**src/rtl/rx_fifo_rts.sv**
```systemverilog
module rx_fifo_rts #(
  parameter int DW = 8,
  parameter int DEPTH = 64,
  parameter bit ACTIVE_LOW = 1'b1,
  localparam int AW = $clog2(DEPTH),
  localparam int CW = $clog2(DEPTH + 1)
) (
  input  logic          clk,
  input  logic          rst_n,
  input  logic          wr_en,
  input  logic [DW-1:0] wr_data,
  input  logic          wr_err,
  input  logic          rd_en,
  output logic [DW-1:0] rd_data,
  output logic          rd_err,
  input  logic [CW-1:0] level_mark,
  input  logic          rts_hw,
  input  logic          trig_sel,
  input  logic          rts_sw,
  input  logic          ovr_clr,
  output logic [CW-1:0] count,
  output logic          empty,
  output logic          full,
  output logic          overrun,
  output logic          rts_pin
);

  logic [DW:0]   mem [DEPTH];
  logic [AW-1:0] wp, rp;
  logic          wr_ok, rd_ok, rts_req;

  assign empty = (count == '0);
  assign full  = (count == CW'(DEPTH));
  assign wr_ok = wr_en && !full;
  assign rd_ok = rd_en && !empty;
  assign {rd_err, rd_data} = mem[rp];

  always_ff @(posedge clk)
    if (wr_ok) mem[wp] <= {wr_err, wr_data};

  always_ff @(posedge clk or negedge rst_n) begin
    if (!rst_n) begin
      wp      <= '0;
      rp      <= '0;
      count   <= '0;
      overrun <= 1'b0;
    end else begin
      if (wr_ok) wp <= wp + 1'b1;
      if (rd_ok) rp <= rp + 1'b1;
      if (wr_ok && !rd_ok)      count <= count + 1'b1;
      else if (rd_ok && !wr_ok) count <= count - 1'b1;
      if (wr_en && full) overrun <= 1'b1;
      else if (ovr_clr)  overrun <= 1'b0;
    end
  end

  assign rts_req = !rts_hw  ? rts_sw :
                   trig_sel ? (count == CW'(DEPTH - 1)) :
                              (count == level_mark);
  assign rts_pin = ACTIVE_LOW ? ~rts_req : rts_req;

endmodule

```
**config.mk**
```make
export PLATFORM = sky130hd
export DESIGN_NAME = rx_fifo_rts
export DESIGN_NICKNAME = d
export VERILOG_FILES = /design/src/rtl/rx_fifo_rts.sv
export SDC_FILE = /design/constraint.sdc
export NUM_CORES = 1
export LEC_CHECK = 0
export BUFFER_PORTS_ARGS = -buffer_cell sky130_fd_sc_hd__buf_2
export CAP_MARGIN = 20
export CORE_ASPECT_RATIO = 0.75
export CORE_MARGIN = 2
export CORE_UTILIZATION = 55
export CTS_CLUSTER_DIAMETER = 80
export DETAILED_ROUTE_END_ITERATION = 8
export GPL_TIMING_DRIVEN = 0
export PLACE_DENSITY = 0.79
export SYNTH_ARGS = -nofsm -noshare
export SYNTH_HDL_FRONTEND = slang
export SYNTH_SLANG_ARGS = --single-unit
```
**constraint.sdc**
```tcl
create_clock -name clk -period 4.4 [get_ports clk]
set_input_delay 0.88 -clock clk [delete_from_list [all_inputs] [get_ports clk]]
set_output_delay 0.88 -clock clk [all_outputs]
set_load 0.1 [all_outputs]
```
==> impl_metrics.tcl <==
set metrics [dict create \
    relSlewSlack 0.287 \
    grt_max_degree 65 \
    dr.pass1.iters 5 \
    postCtsHoldBufs 0 \
    die_h_um 184 \
    hold_slack_ns 0.260 \
    fin_util 0.635 \
    max_stage_delay_ns 0.88 \
    ys_seq_area_frac 0.750 \
    final_cell_area_um2 26900 \
    core_area_um2 42300 \
    synth_nets 1236 \
    total_power_mw 18.6 \
    grt_pass1_vias 12400 \
    drcViolationCount 0 \
    fmax_mhz 231 \
    r2r-start "count[3]$_DFFE_PN0P_" \
    arrival_ns 3.44 \
    status "complete, no violations" \
    ys_top_cells_by_count "edfxtp_1, mux4_2, nor2_1, mux2i_1, o22ai_1" \
    grtUsageTotal 0.269 \
    start_kind "flop" \
    synthesis.area_um2 23700 \
    die_area_um2 44800 \
    power_density_nw_per_um2 694 \
    initial_utilization 0.561 \
    slowest_stage "nor2_1" \
    worst_pin_slew_ns 1.07 \
    place.gp.congestion 1.01 \
    clock_latency_ns 0.61 \
    die_w_um 244 \
    min_path_type "in2async" \
    yosysUniqueCellTypes 61 \
    synthMostInstantiatedCell "edfxtp_1" \
    netlist.area_leader.share 0.729 \
    avgSynthCellArea_um2 19.7 \
    dp_hpwl_um 37700 \
    ys_warn_count 0 \
    hold_violations 0 \
    maxCapViolCount 0 \
    clkSinkCount 596 \
    async_flop_share 0.0336 \
    syn_inst 1202 \
    final_period_minus_worst_setup_slack_ns 4.32 \
    fin_crit_sh 0.983 \
    ys_ff_latch 596 \
    num_vias 12600 \
    boundaryPins 44 \
    syn_to_final_growth_pct 13.2 \
    drive_gt1_frac 0.247 \
    startpoint "rp[4]$_DFFE_PN0P_" \
    worst_ep_required_time_ns 3.52 \
    final.setup.tns_ns 0 \
    routedWlPerCell_um 30.8 \
    cts_tree "yes" \
    clkSlewWorstSetupHoldPaths_ns 0.06 \
    antenna_found_initial 3 \
    cts_made_buffers 53 \
    p_leak_nw 8.75 \
    drt_iter0_drc 1919 \
    ir_drop_v 0.000529 \
    portBuffers 42 \
    synth-edff-count 576 \
    grt_pass1_wl_um 85400 \
    finClkSkew_ns 0.0258 \
    rows 65 \
    path_max_fanout 10 \
    cts-root-buf "clkbuf_16" \
    n_antenna_cell 0 \
    crit_buf_inv 2 \
    setup_viol 0 \
    placed_cell_area_um2 24800 \
    ys.flop_type "edfxtp_1" \
    htree_levels 2 \
    path_cells "clkbuf_1 > nor2_1 > o221ai_1 > o211ai_1 > a211oi_2 > buf_4" \
    via_per_inst 6.53 \
    synthTopCellsByArea "edfxtp_1, mux4_2, mux2i_1" \
    worst_setup_path_end_kind "output pin" \
    report.final.slew_viol_count 0 \
    wirelength_um 59200 \
    clockBufferDepth 3 \
    synth_area_leader_cell "edfxtp_1" \
    crit_family "compound AO/OA/AOI/OAI gates" \
    final_net_count 1344 \
    overflow 0 \
    critPathKind "reg2out" \
    drtAntennaViolNets 0 \
]
## worst reg2reg max path, delay by kind of cell (launching register included)
kind                       cells  cell delay (ns)
DFF                            1             0.48
and+or+nand+nor                3             0.77
buffers and inverters          2             0.40
adders and majority gates      2             0.66
AOI/OAI and AO/OA              4             1.00
xor gates and xnor gates       1             0.14
## per-layer routing
layer / vias to the layer above / GRT usage / share of wire
li1: 5147 / - / -
met1: 6523 / 0.409 / 0.40
met2: 783 / 0.389 / 0.45
met3: 102 / 0.0671 / 0.12
met4: 2 / 0.0805 / 0.029
met5: - / 0 / 0.00015
## stage by stage
step	std cells	worst slack (ns)
after floorplan	1202	0.279
after global placement	1813	0.340
after detailed placement	1818	0.288
after CTS	1918	0.00224
after global routing	1924	-0.0847
final	1924	0.0762
## final timing paths
check,to,slack [ns],cells after the start
setup / recovery,rd_data[0],0.08,6
hold / removal,count[0]$_DFFE_PN0P_,0.26,1
setup reg to reg,count[6]$_DFFE_PN0P_,0.83,12
hold reg to reg,wp[2]$_DFFE_PN0P_,0.52,1
max in group asynchronous,rp[4]$_DFFE_PN0P_,3.79,1
min in group clk,overrun$_DFFE_PN0P_,0.47,2
## cells in the final DEF, fill, tap and decap left out, types with 9 or more instances in the layout
cell type / instances
mux2i_1: 87
clkinv_2: 13
clkbuf_16: 53
o22ai_1: 31
mux4_2: 109
nand2_1: 26
buf_12: 11
nor2_1: 90
mux2_2: 19
buf_4: 15
buf_2: 50
ha_1: 9
bufinv_16: 12
dfrtp_1: 20
buf_6: 11
inv_1: 11
clkbuf_1: 16
a21oi_1: 10
edfxtp_1: 576
a211o_1: 15
clkinv_1: 9
## where the power goes
| part | switching [mW] | leakage, nW | internal, mW |
|---|---|---|---|
| Sequential | 0.137 | 5.42 | 6.51 |
| Clock | 2.09 | 0.922 | 2.93 |
| Combinational | 4.64 | 2.41 | 2.34 |
## cell families after synthesis
logic type,Yosys count,synth area share
DFF,596,0.750
muxes,216,0.150
and+or+nand+nor,165,0.0313
AOI/OAI and AO/OA,127,0.0396
buffers and inverters,74,0.0186
xor gates and xnor gates,14,0.00517
adders and majority gates,10,0.00559
## sequential cells by signal, summed over array words and instances (netlist names)
| name | count |
|---|---|
| mem | 576 |
| count | 7 |
| rp | 6 |
| wp | 6 |
| overrun | 1 |
## what timing repair did
action                     CTS  global route
pin swaps                    1             2
setup endpoints to repair    9             8
buffers inserted             0             2
resized for setup           20            13
## final cells by class
| class | instances | area [um^2] |
|---|---|---|
| fillers | 2841 | 15400 |
| clock buffers | 58 | 1350 |
| multi-input cells | 532 | 5580 |
| inverters | 12 | 45.0 |
| well taps | 569 | 712 |
| plain buffers | 62 | 410 |
| clock inverters | 42 | 537 |
| flip-flops and latches | 596 | 17800 |
| repair buffers | 53 | 440 |
Power figures use the tool's default switching activity.
